$ cat src/rtl/flash_emu_pkg.sv
package flash_emu_pkg;
  localparam logic [7:0] OPC_WREN  = 8'h06;
  localparam logic [7:0] OPC_RDSR  = 8'h05;
  localparam logic [7:0] OPC_PROG  = 8'h02;
  localparam logic [7:0] OPC_READ  = 8'h03;
  localparam logic [7:0] OPC_ERASE = 8'h20;

  typedef enum logic [2:0] {
    FS_OPCODE, FS_ADDR, FS_PROG_IN, FS_READ_OUT, FS_STATUS, FS_SKIP
  } frame_state_t;

  typedef enum logic [1:0] {
    OPK_NONE, OPK_PROG, OPK_READ, OPK_ERASE
  } op_kind_t;
endpackage

$ cat src/rtl/spi_pin_sync.sv
module spi_pin_sync #(
  parameter int STAGES = 2
) (
  input  logic clk,
  input  logic rst,
  input  logic cs_n_pin,
  input  logic sck_pin,
  input  logic mosi_pin,
  output logic frame_on,
  output logic frame_end,
  output logic sck_rise,
  output logic sck_fall,
  output logic mosi_bit
);
  logic [STAGES:0]   cs_pipe;
  logic [STAGES:0]   sck_pipe;
  logic [STAGES-1:0] mosi_pipe;

  always_ff @(posedge clk) begin
    if (rst) begin
      cs_pipe   <= '1;
      sck_pipe  <= '0;
      mosi_pipe <= '0;
    end else begin
      cs_pipe   <= {cs_pipe[STAGES-1:0], cs_n_pin};
      sck_pipe  <= {sck_pipe[STAGES-1:0], sck_pin};
      mosi_pipe <= {mosi_pipe[STAGES-2:0], mosi_pin};
    end
  end

  assign frame_on  = ~cs_pipe[STAGES-1];
  assign frame_end = cs_pipe[STAGES-1] & ~cs_pipe[STAGES];
  assign sck_rise  = sck_pipe[STAGES-1] & ~sck_pipe[STAGES];
  assign sck_fall  = ~sck_pipe[STAGES-1] & sck_pipe[STAGES];
  assign mosi_bit  = mosi_pipe[STAGES-1];
endmodule

$ cat src/rtl/flash_byte_mem.sv
module flash_byte_mem #(
  parameter int DEPTH = 256,
  localparam int AW = $clog2(DEPTH)
) (
  input  logic          clk,
  input  logic [AW-1:0] addr,
  input  logic          we,
  input  logic [7:0]    wdata,
  output logic [7:0]    rdata
);
  logic [7:0] store [DEPTH];

  always_ff @(posedge clk) begin
    if (we) store[addr] <= wdata;
    rdata <= store[addr];
  end
endmodule

$ cat src/rtl/flash_frame_ctrl.sv
module flash_frame_ctrl
  import flash_emu_pkg::*;
#(
  parameter int MEM_BYTES    = 256,
  parameter int PAGE_BYTES   = 32,
  parameter int SECTOR_BYTES = 64,
  localparam int IDX_W = $clog2(MEM_BYTES),
  localparam int PG_W  = $clog2(PAGE_BYTES)
) (
  input  logic             clk,
  input  logic             rst,
  input  logic             frame_on,
  input  logic             frame_end,
  input  logic             sck_rise,
  input  logic             sck_fall,
  input  logic             mosi_bit,
  input  logic [7:0]       mem_rdata,
  output logic [IDX_W-1:0] mem_addr,
  output logic             mem_we,
  output logic [7:0]       mem_wdata,
  output logic             miso
);
  localparam logic [IDX_W-1:0] SEC_MASK = IDX_W'(SECTOR_BYTES - 1);

  frame_state_t st;
  op_kind_t     op;
  logic [2:0]   bit_idx;
  logic [6:0]   rx_sr;
  logic [1:0]   addr_cnt;
  logic [23:0]  addr;
  logic         wel, busy, wren_pend, armed, addr_done;
  logic [7:0]   tx_byte, pdata;
  logic         fetch1, fetch2;
  logic [IDX_W-1:0] er_ptr, er_stop;

  logic        byte_done;
  logic [7:0]  rx_byte;
  logic [23:0] addr_next;
  logic [7:0]  status_byte;
  logic [IDX_W-1:0] sec_base;

  assign byte_done   = frame_on & sck_rise & (bit_idx == 3'd7);
  assign rx_byte     = {rx_sr, mosi_bit};
  assign addr_next   = {addr[15:0], rx_byte};
  assign status_byte = {6'b0, wel, busy};
  assign sec_base    = addr[IDX_W-1:0] & ~SEC_MASK;

  always_ff @(posedge clk) begin
    if (rst) begin
      st        <= FS_OPCODE;
      op        <= OPK_NONE;
      bit_idx   <= '0;
      rx_sr     <= '0;
      addr_cnt  <= '0;
      addr      <= '0;
      wel       <= 1'b0;
      busy      <= 1'b1;
      wren_pend <= 1'b0;
      armed     <= 1'b0;
      addr_done <= 1'b0;
      tx_byte   <= 8'hFF;
      pdata     <= '0;
      fetch1    <= 1'b0;
      fetch2    <= 1'b0;
      er_ptr    <= '0;
      er_stop   <= '1;
      mem_we    <= 1'b0;
      mem_addr  <= '0;
      mem_wdata <= 8'hFF;
      miso      <= 1'b1;
    end else begin
      mem_we <= 1'b0;
      fetch2 <= fetch1;
      fetch1 <= 1'b0;

      // erase walker: one location per clock
      if (busy) begin
        mem_we    <= 1'b1;
        mem_addr  <= er_ptr;
        mem_wdata <= 8'hFF;
        if (er_ptr == er_stop) busy <= 1'b0;
        else                   er_ptr <= er_ptr + 1'b1;
      end

      if (!frame_on) begin
        st        <= FS_OPCODE;
        op        <= OPK_NONE;
        bit_idx   <= '0;
        addr_cnt  <= '0;
        armed     <= 1'b0;
        addr_done <= 1'b0;
        wren_pend <= 1'b0;
        tx_byte   <= 8'hFF;
        miso      <= 1'b1;
        if (frame_end) begin
          if (wren_pend && !busy) wel <= 1'b1;
          if (op == OPK_PROG && armed) wel <= 1'b0;
          if (op == OPK_ERASE && armed && addr_done && !busy) begin
            wel     <= 1'b0;
            busy    <= 1'b1;
            er_ptr  <= sec_base;
            er_stop <= sec_base | SEC_MASK;
          end
        end
      end else begin
        if (sck_fall) miso <= tx_byte[~bit_idx];
        if (sck_rise) begin
          rx_sr   <= {rx_sr[5:0], mosi_bit};
          bit_idx <= bit_idx + 1'b1;
        end
        if (byte_done) begin
          case (st)
            FS_OPCODE: begin
              case (rx_byte)
                OPC_WREN: begin
                  st <= FS_SKIP;
                  if (!busy) wren_pend <= 1'b1;
                end
                OPC_RDSR: begin
                  st      <= FS_STATUS;
                  tx_byte <= status_byte;
                end
                OPC_PROG: begin
                  if (!busy) begin
                    st    <= FS_ADDR;
                    op    <= OPK_PROG;
                    armed <= wel;
                  end else st <= FS_SKIP;
                end
                OPC_READ: begin
                  if (!busy) begin
                    st <= FS_ADDR;
                    op <= OPK_READ;
                  end else st <= FS_SKIP;
                end
                OPC_ERASE: begin
                  if (!busy) begin
                    st    <= FS_ADDR;
                    op    <= OPK_ERASE;
                    armed <= wel;
                  end else st <= FS_SKIP;
                end
                default: st <= FS_SKIP;
              endcase
            end
            FS_ADDR: begin
              addr     <= addr_next;
              addr_cnt <= addr_cnt + 1'b1;
              if (addr_cnt == 2'd2) begin
                case (op)
                  OPK_READ: begin
                    st       <= FS_READ_OUT;
                    mem_addr <= addr_next[IDX_W-1:0];
                    fetch1   <= 1'b1;
                  end
                  OPK_PROG: st <= FS_PROG_IN;
                  OPK_ERASE: begin
                    st        <= FS_SKIP;
                    addr_done <= 1'b1;
                  end
                  default: st <= FS_SKIP;
                endcase
              end
            end
            FS_PROG_IN: begin
              if (armed) begin
                pdata    <= rx_byte;
                mem_addr <= addr[IDX_W-1:0];
                fetch1   <= 1'b1;
              end
            end
            FS_READ_OUT: begin
              mem_addr <= addr[IDX_W-1:0];
              fetch1   <= 1'b1;
            end
            FS_STATUS: tx_byte <= status_byte;
            default: ;
          endcase
        end
        if (fetch2) begin
          if (st == FS_READ_OUT) begin
            tx_byte <= mem_rdata;
            addr    <= addr + 1'b1;
          end else if (st == FS_PROG_IN) begin
            mem_we    <= 1'b1;
            mem_wdata <= mem_rdata & pdata;
            addr      <= {addr[23:PG_W], addr[PG_W-1:0] + 1'b1};
          end
        end
      end
    end
  end

  AST_MISO_FF_IN_PHASE: assert property (@(posedge clk) disable iff (rst)
    (frame_on && sck_fall && st inside {FS_OPCODE, FS_ADDR, FS_PROG_IN, FS_SKIP}) |=> miso);
  AST_WEL_SET_AT_END: assert property (@(posedge clk) disable iff (rst)
    $rose(wel) |-> $past(frame_end));
  AST_PROG_WRITE_ARMED: assert property (@(posedge clk) disable iff (rst)
    (mem_we && mem_wdata != 8'hFF) |-> armed);
  AST_ERASE_NEEDS_WEL: assert property (@(posedge clk) disable iff (rst)
    $rose(busy) |-> $past(wel));
  AST_BUSY_NO_DATA: assert property (@(posedge clk) disable iff (rst)
    (busy && frame_on) |-> !(st inside {FS_ADDR, FS_PROG_IN, FS_READ_OUT}));
endmodule

$ cat src/rtl/flash_emu.sv
module flash_emu #(
  parameter int MEM_BYTES    = 256,
  parameter int PAGE_BYTES   = 32,
  parameter int SECTOR_BYTES = 64,
  parameter int SYNC_STAGES  = 2
) (
  input  logic clk,
  input  logic rst,
  input  logic spi_cs_n,
  input  logic spi_sck,
  input  logic spi_mosi,
  output logic spi_miso
);
  localparam int IDX_W = $clog2(MEM_BYTES);

  logic frame_on, frame_end, sck_rise, sck_fall, mosi_bit;
  logic [IDX_W-1:0] mem_addr;
  logic             mem_we;
  logic [7:0]       mem_wdata, mem_rdata;

  spi_pin_sync #(.STAGES(SYNC_STAGES)) u_sync (
    .clk(clk), .rst(rst),
    .cs_n_pin(spi_cs_n), .sck_pin(spi_sck), .mosi_pin(spi_mosi),
    .frame_on(frame_on), .frame_end(frame_end),
    .sck_rise(sck_rise), .sck_fall(sck_fall), .mosi_bit(mosi_bit)
  );

  flash_frame_ctrl #(
    .MEM_BYTES(MEM_BYTES), .PAGE_BYTES(PAGE_BYTES), .SECTOR_BYTES(SECTOR_BYTES)
  ) u_ctrl (
    .clk(clk), .rst(rst),
    .frame_on(frame_on), .frame_end(frame_end),
    .sck_rise(sck_rise), .sck_fall(sck_fall), .mosi_bit(mosi_bit),
    .mem_rdata(mem_rdata), .mem_addr(mem_addr), .mem_we(mem_we),
    .mem_wdata(mem_wdata), .miso(spi_miso)
  );

  flash_byte_mem #(.DEPTH(MEM_BYTES)) u_mem (
    .clk(clk), .addr(mem_addr), .we(mem_we),
    .wdata(mem_wdata), .rdata(mem_rdata)
  );
endmodule

$ cat config.mk
export PLATFORM = sky130hd
export DESIGN_NAME = flash_emu
export DESIGN_NICKNAME = d
export VERILOG_FILES = /design/src/rtl/flash_emu_pkg.sv /design/src/rtl/spi_pin_sync.sv /design/src/rtl/flash_byte_mem.sv /design/src/rtl/flash_frame_ctrl.sv /design/src/rtl/flash_emu.sv
export SDC_FILE = /design/constraint.sdc
export NUM_CORES = 2
export LEC_CHECK = 0
export ABC_CLOCK_PERIOD_IN_PS = 7300
export BUFFER_PORTS_ARGS = -buffer_cell sky130_fd_sc_hd__buf_2
export CORE_MARGIN = 2
export CORE_UTILIZATION = 35
export CTS_BUF_LIST = sky130_fd_sc_hd__clkbuf_8
export DETAILED_ROUTE_END_ITERATION = 6
export HOLD_SLACK_MARGIN = 0.05
export PLACE_DENSITY_LB_ADDON = 0.08
export SLEW_MARGIN = 20
export SYNTH_ARGS = -nofsm -noshare
export SYNTH_HDL_FRONTEND = slang
export SYNTH_SLANG_ARGS = --single-unit
export TNS_END_PERCENT = 20
$ cat constraint.sdc
create_clock -name clk -period 7.3 [get_ports clk]
set_input_delay 0.365 -clock clk [delete_from_list [all_inputs] [get_ports clk]]
set_output_delay 0.365 -clock clk [all_outputs]
set_load 0.01 [all_outputs]
======== Word level (Yosys, flattened, before mapping) ========
Memories as Yosys holds them, arrays and structs flattened. A register that Yosys moved wholly into a read port is not among the register bits.
Index checks and enable logic that the tools add are counted.
word-level totals
  memories ................................ 1
  input port bits ......................... 5
  logic and storage cells ................. 147
  memory bits (read-only) ................. 0
  memory bits (writable) .................. 2048
  bits in latches ......................... 0
  flip-flop bits (word level) ............. 100
  output and inout bits ................... 1
memory list
  name         words  width  rd ports  clocked after memory_dff  write ports  line                  source
  u_mem.store  256    8      1         1                         1            flash_byte_mem.sv:11  logic [7:0] store [DEPTH];
cells by class
  reduce and logical (&&, ||, !) cells .... 25
  equal/unequal tests ..................... 20
  divide/modulo/power cells ............... 0
  shift operators ......................... 0
  muxes and demuxes ....................... 57
  multiply operators ...................... 0
  bitwise operators ....................... 13
  magnitude comparators ................... 1
  add/sub/neg operators ................... 5
operator list
  cell                                                 count
  2-to-1 mux 8 bit                                     20
  2-to-1 mux 24 bit                                    5
  adder 24 x 1 -> 24 bit, second input constant        1
  one-hot mux 8 bit (3 select lines)                   1
  2-to-1 mux 1 bit                                     19
  one-hot mux 3 bit (2 select lines)                   3
  equality test 8 x 2 -> 1 bit, second input constant  2
  equality test 8 x 3 -> 1 bit, second input constant  2
  one-hot mux 8 bit (2 select lines)                   1
  AND reduction 4 bit                                  4
  AND reduction 3 bit                                  3
  adder 8 x 1 -> 8 bit, second input constant          1
  AND 8 bit                                            1
  equality test 8 x 6 -> 1 bit, second input constant  1
  equality test 8 bit                                  1
  equality test 2 bit, second input constant           3
  equality test 3 x 2 -> 1 bit, second input constant  2
  equality test 3 bit, second input constant           2
  2-to-1 mux 2 bit                                     3
  2-to-1 mux 3 bit                                     2
  != test 2 bit, second input constant                 3
  NOT 1 bit                                            6
  one-hot mux 2 bit (3 select lines)                   1
  AND reduction 2 bit                                  3
  other kinds (20)                                     31

======== Depth between registers and ports, before layout ========
  word-level depth ........................ 8
  mapped depth ............................ 9

======== Modules after synthesis ========
A second synthesis with hierarchy kept.
second synthesis, totals
  cells, all modules ...................... 3983
  area, all modules ....................... 82364.0 um^2
by module, submodules not included
  module            cells each  times used  area each (um^2)
  flash_byte_mem    3547        1           78492.8
  flash_frame_ctrl  416         1           3638.5
  spi_pin_sync      20          1           232.7

======== Least setup slack after synthesis ========
No wires, ideal clock.
  kind .................................... register -> register
  start ................................... reg u_ctrl.mem_wdata[2]
  end ..................................... mem u_mem.store[0][2], data pin
  path slack .............................. 3.046 ns
  clock period less this slack ............ 4.254 ns
  arrival time ............................ 3.398 ns
  data required time ...................... 6.444 ns
  buffers on the path ..................... 0
  stages on the path, launching flop included .. 1
  path through ............................ dfxtp_1
RTL lines
  element                   line                     source
  start: declaration        flash_frame_ctrl.sv:20   output logic [7:0] mem_wdata,
  start signal: assignment  flash_frame_ctrl.sv:186  mem_wdata <= mem_rdata & pdata;
  end: declaration          flash_byte_mem.sv:11
No word-level cell before the write port.

==> impl_summary.txt <==
----------------------------------------------------
[STA]
  Min cycle time layout ... 4.69 ns
  Final period util ... 64.3%
  Finish-stage setup viols ... 0
  Slew @ Worst Pin ... 1.26 ns
  Setup ws final ... 2.61 ns
  Maximum frequency from static timing analysis ... 0.213 GHz
  Number of endpoints with negative hold slack in the final report ... 0
  Final TNS setup ... 0 ns
  Setup repair after global routing missed its margin ... false
  Final clock skew ... 0.0935 ns
  Final max-slew violation count ... 0
  Worst slew margin ... 14.6%

[Synthesis]
  Sequential element share of the synthesized area ... 77.0%
  Synth Area in Simple Gates ... 2.72%
  Synthesized net count ... 4003
  Adder-Cell Fraction of Synth Area ... 0.122%
  Post-synthesis instance total ... 3990
  Main combinational cell family by area after synthesis ... multiplexers
  Number of synthesized register bits ... 2140
  Main synth FF type ... sky130_fd_sc_hd__edfxtp_1
  Post-synth design cell area ... 82300 sq um
  Synth Area in Compound Gates ... 4.25%
  Unique cell type count in the Yosys netlist ... 52
  Synthesized-area fraction occupied by xor and xnor cells ... 0.0958%
  Synthesized area per cell ... 20.6 sq um
  Share of synthesized area spent on multiplexers ... 14.4%
  Count of flip-flops with a built-in enable after synthesis ... 2048
  Share of async-settable or async-resettable flops after synthesis ... 0%
  Count of synthesis-stage warnings from yosys ... 0

[Critical path]
  Worst-path cell chain ... buf_4, buf_4, mux4_2, a22oi_1, a21oi_1, o41ai_1, nand4_1
  Worst path most repeated cell ... sky130_fd_sc_hd__buf_4
  Critical path's top delay family ... compound AO/OA/AOI/OAI gates
  CP max-delay cell ... sky130_fd_sc_hd__o41ai_1
  Type of the setup path with the least slack ... reg -> reg
  Register-to-register path setup slack ... 2.61 ns
  CP Launch Type ... flip-flop
  Capture point of the worst reg-to-reg path ... u_mem.rdata[2]
  Startpoint of the most critical register-to-register path ... u_ctrl.mem_addr[0]
  CP arrival ... 5.57 ns
  Endpoint required time on the critical path ... 8.17 ns
  Number of buffers and inverters on the critical path ... 2
  Number of cells on the worst reg-to-reg path ... 7
  Slowest Stage Delay on Critical Path ... 1.13 ns
  Max Fanout on Critical Path ... 35
  Critical Path End Type ... flip-flop

[Route]
  Number of remaining DRC errors ... 0
  Via-per-instance ratio ... 5.32
  Post-detailed-routing wire length ... 231000 microns
  Antenna-violating nets left ... 0
  Count of routing violations after the opening detailed-route iteration ... 3839
  Vias after detailed routing ... 40800
  Routed wirelength normalized by instance count ... 30.1 microns
  Detailed-router iteration count before antenna repair ... 7

[Finish]
  Fraction of layout cells with a size suffix above 1 ... 25.3%
  Final Net Count ... 4269
  Total of fill cells in the finished design ... 20900
  Growth of design area from synthesis to finish ... 13.3%

[CTS]
  Source-to-sink clock delay at the later pin of the worst-skew pair ... 1.07 ns
  Clock tree from TritonCTS ... done
  Number of buffers between clock root and the deepest sink ... 4
  Clk sink count ... 2140
  Total clock buffers created by CTS ... 382
  Root Buffer Master ... sky130_fd_sc_hd__clkbuf_8
  CTS clk-pin slew, worst paths ... 0.06 ns
  Number of H-tree levels ... 5
  Number of gates given a new drive strength after cts ... 0

[Global route]
  Number of global-route vias before repair ... 42400
  Total routing resource utilization after global routing ... 19.3%
  Initial antenna violation count ... 8
  Grt ovf ... 0
  Largest net degree at the start of global routing ... 162
  GR Util met1 ... 28.1%
  Global Route met2 Usage ... 29.9%
  Most heavily used metal layer in global routing ... met2
  First-pass GRT wire length ... 326000 microns
  GR Layer Usage met3 ... 3.43%

[Placed design]
  IO buf count ... 5
  Routability-driven placement congestion ratio ... 0.756
  Pre-CTS WS ... 2.66 ns
  HPWL after DPL ... 132000 microns

[Worst hold path]
  Class of the tightest hold or removal check ... reg -> reg
  Worst hold endpoint ... u_sync.cs_pipe[1]
  Hold Path Origin ... u_sync.cs_pipe[0]
  Number of stages on the worst hold path ... 1

[Run status]
  Run status ... finished, final reports clean

[Power and ir drop]
  Max VDD drop ... 0.000167 V
  Total power per unit cell area ... 256 nW/um^2
  Overall power after layout ... 23.9 mW
  Leakage component of the power ... 31.3 nW

[Flow run]
  Max-capacitance violation count ... 0

[Floorplanning]
  Site Rows ... 177
  Starting density of the core ... 35.3%
  Die area ... 239000 sq um
  Number of top-level pins ... 6
  Placeable core region ... 233000 sq um
  Die X-Extent ... 489 microns
  Vertical die dimension ... 489 microns

----------------------------------------------------
synth_stat cells, types with 2 or more instances:
cell type / number / area, sq um
sky130_fd_sc_hd__xor2_1: 3 / 26.3
sky130_fd_sc_hd__nor4_1: 3 / 18.8
sky130_fd_sc_hd__nor2_1: 286 / 1070
sky130_fd_sc_hd__o22ai_1: 11 / 68.8
sky130_fd_sc_hd__buf_4: 6 / 45.0
sky130_fd_sc_hd__or4_1: 2 / 15.0
sky130_fd_sc_hd__or2_2: 4 / 25.0
sky130_fd_sc_hd__edfxtp_1: 2048 / 61500
sky130_fd_sc_hd__nand2_1: 56 / 210
sky130_fd_sc_hd__ha_1: 8 / 100
sky130_fd_sc_hd__buf_1: 23 / 86.3
sky130_fd_sc_hd__mux2i_1: 23 / 230
sky130_fd_sc_hd__and2_1: 4 / 25.0
sky130_fd_sc_hd__nand4_1: 12 / 75.1
sky130_fd_sc_hd__nor3_1: 45 / 225
sky130_fd_sc_hd__and3_1: 2 / 12.5
sky130_fd_sc_hd__a31oi_1: 4 / 25.0
sky130_fd_sc_hd__buf_6: 14 / 158
sky130_fd_sc_hd__dfxtp_1: 92 / 1840
sky130_fd_sc_hd__and4_1: 3 / 26.3
sky130_fd_sc_hd__o21ai_0: 24 / 120
sky130_fd_sc_hd__a22oi_1: 264 / 1980
sky130_fd_sc_hd__o21a_1: 4 / 30.0
sky130_fd_sc_hd__inv_1: 10 / 37.5
sky130_fd_sc_hd__clkinv_1: 2 / 7.51
sky130_fd_sc_hd__buf_2: 47 / 235
sky130_fd_sc_hd__clkbuf_1: 167 / 627
sky130_fd_sc_hd__nand3b_1: 3 / 22.5
sky130_fd_sc_hd__a21oi_1: 167 / 836
sky130_fd_sc_hd__o41ai_1: 33 / 289
sky130_fd_sc_hd__or3_1: 5 / 31.3
sky130_fd_sc_hd__nand3_1: 35 / 175
sky130_fd_sc_hd__a41oi_1: 2 / 17.5
sky130_fd_sc_hd__nand4b_1: 2 / 17.5
sky130_fd_sc_hd__a211oi_1: 5 / 37.5
sky130_fd_sc_hd__xnor2_1: 6 / 52.6
sky130_fd_sc_hd__nand2b_1: 11 / 68.8
sky130_fd_sc_hd__o211ai_1: 7 / 52.6
sky130_fd_sc_hd__nor3b_1: 4 / 30.0
sky130_fd_sc_hd__nor2b_1: 18 / 113
sky130_fd_sc_hd__mux4_2: 514 / 11600
metrics by stage:
| step | hold WS (ns) | area (sq um) | std cells | util (%) |
|---|---|---|---|---|
| after CTS | 0.397 | 93200 | 7667 | 39.9 |
| final | 0.429 | 93200 | 7676 | 40.0 |
| after global routing | 0.444 | 93200 | 7670 | 40.0 |
| after global placement | 0.412 | 86300 | 6992 | 37.0 |
| after floorplan | 0.389 | 82300 | 3990 | - |
| after detailed placement | 0.410 | 86400 | 6995 | 37.1 |
power by group:
group	total (mW)	switching, mW	internal (mW)
sequential	13.3	0.0325	13.3
clock	10.0	4.92	5.13
combinational	0.556	0.331	0.224
flip-flops by register name, indices dropped and copies added (netlist names), 7 cells and up:
name,flops
u_ctrl.mem_addr,8
u_ctrl.rx_sr,7
u_ctrl.addr,8
u_ctrl.mem_wdata,8
u_ctrl.tx_byte,8
u_mem.store,2048
u_ctrl.er_ptr,8
u_mem.rdata,8
u_ctrl.pdata,8
metal layers:
metal | vias up | wire length [microns]
met5 | - | 22
met4 | 4 | 5080
met3 | 390 | 12100
met2 | 1184 | 108000
met1 | 22000 | 106000
li1 | 17300 | -
cell usage in the layout (no fill, tap or decap), types with 9 or more instances in the layout:
master / synthesis / layout
sky130_fd_sc_hd__mux4_2: 514 / 514
sky130_fd_sc_hd__a21oi_1: 167 / 167
sky130_fd_sc_hd__dlygate4sd3_1: 0 / 9
sky130_fd_sc_hd__nand4_1: 12 / 12
sky130_fd_sc_hd__o41ai_2: 0 / 10
sky130_fd_sc_hd__nor2_1: 286 / 282
sky130_fd_sc_hd__nor3_1: 45 / 36
sky130_fd_sc_hd__buf_12: 0 / 15
sky130_fd_sc_hd__clkinv_2: 0 / 33
sky130_fd_sc_hd__nor2b_1: 18 / 16
sky130_fd_sc_hd__diode_2: 0 / 9
sky130_fd_sc_hd__edfxtp_1: 2048 / 2048
sky130_fd_sc_hd__nand3_1: 35 / 27
sky130_fd_sc_hd__a22oi_1: 264 / 264
sky130_fd_sc_hd__nor3_2: 0 / 9
sky130_fd_sc_hd__o22ai_1: 11 / 11
sky130_fd_sc_hd__nand2_1: 56 / 47
sky130_fd_sc_hd__dfxtp_4: 0 / 10
sky130_fd_sc_hd__inv_1: 10 / 130
sky130_fd_sc_hd__buf_4: 6 / 110
sky130_fd_sc_hd__dfxtp_1: 92 / 82
sky130_fd_sc_hd__o41ai_1: 33 / 23
sky130_fd_sc_hd__o21ai_0: 24 / 24
sky130_fd_sc_hd__mux2i_1: 23 / 23
sky130_fd_sc_hd__nand2b_1: 11 / 9
sky130_fd_sc_hd__clkinv_1: 2 / 105
sky130_fd_sc_hd__clkbuf_8: 0 / 393
repair_timing:
| action | CTS | global route |
|---|---|---|
| endpoints found under the hold margin | 33 | 0 |
| setup buffers | 0 | 0 |
| hold buffers | 9 | 0 |
cell families after synthesis:
group	Yosys count
AO/OA/AOI/OAI	525
XOR/XNOR	9
adder cells (fa/ha/maj)	8
buffers and inverters	269
flip-flops	2140
multiplexers	537
AND/OR/NAND/NOR	502
worst max-delay path by stage:
stage | startpoint | to | slack [ns] | cells past startpoint
2_1_floorplan | u_ctrl.mem_wdata[2] | u_mem.store[0][2] | 3.05 | 0
3_3_place_gp | u_ctrl.mem_addr[0] | u_mem.rdata[3] | 1.92 | 7
3_5_place_dp | u_ctrl.mem_addr[0] | u_mem.rdata[3] | 2.66 | 8
4_1_cts | u_ctrl.mem_addr[0] | u_mem.rdata[6] | 2.60 | 8
5_1_grt | u_ctrl.mem_addr[0] | u_mem.rdata[6] | 2.39 | 8
6_report | u_ctrl.mem_addr[0] | u_mem.rdata[2] | 2.61 | 7
area by class of cell:
class	count	area [sq um]	area share (%)
diodes	9	22.5	0.0242
inverters	12	45.0	0.0483
flip-flops and latches	2140	63400	68.0
well taps	3132	3920	4.21
clock buffers	393	5410	5.80
multi-input cells	1581	17900	19.3
repair buffers	139	1240	1.33
clock inverters	270	1230	1.32
No activity file was read; power rests on OpenSTA's default activity.
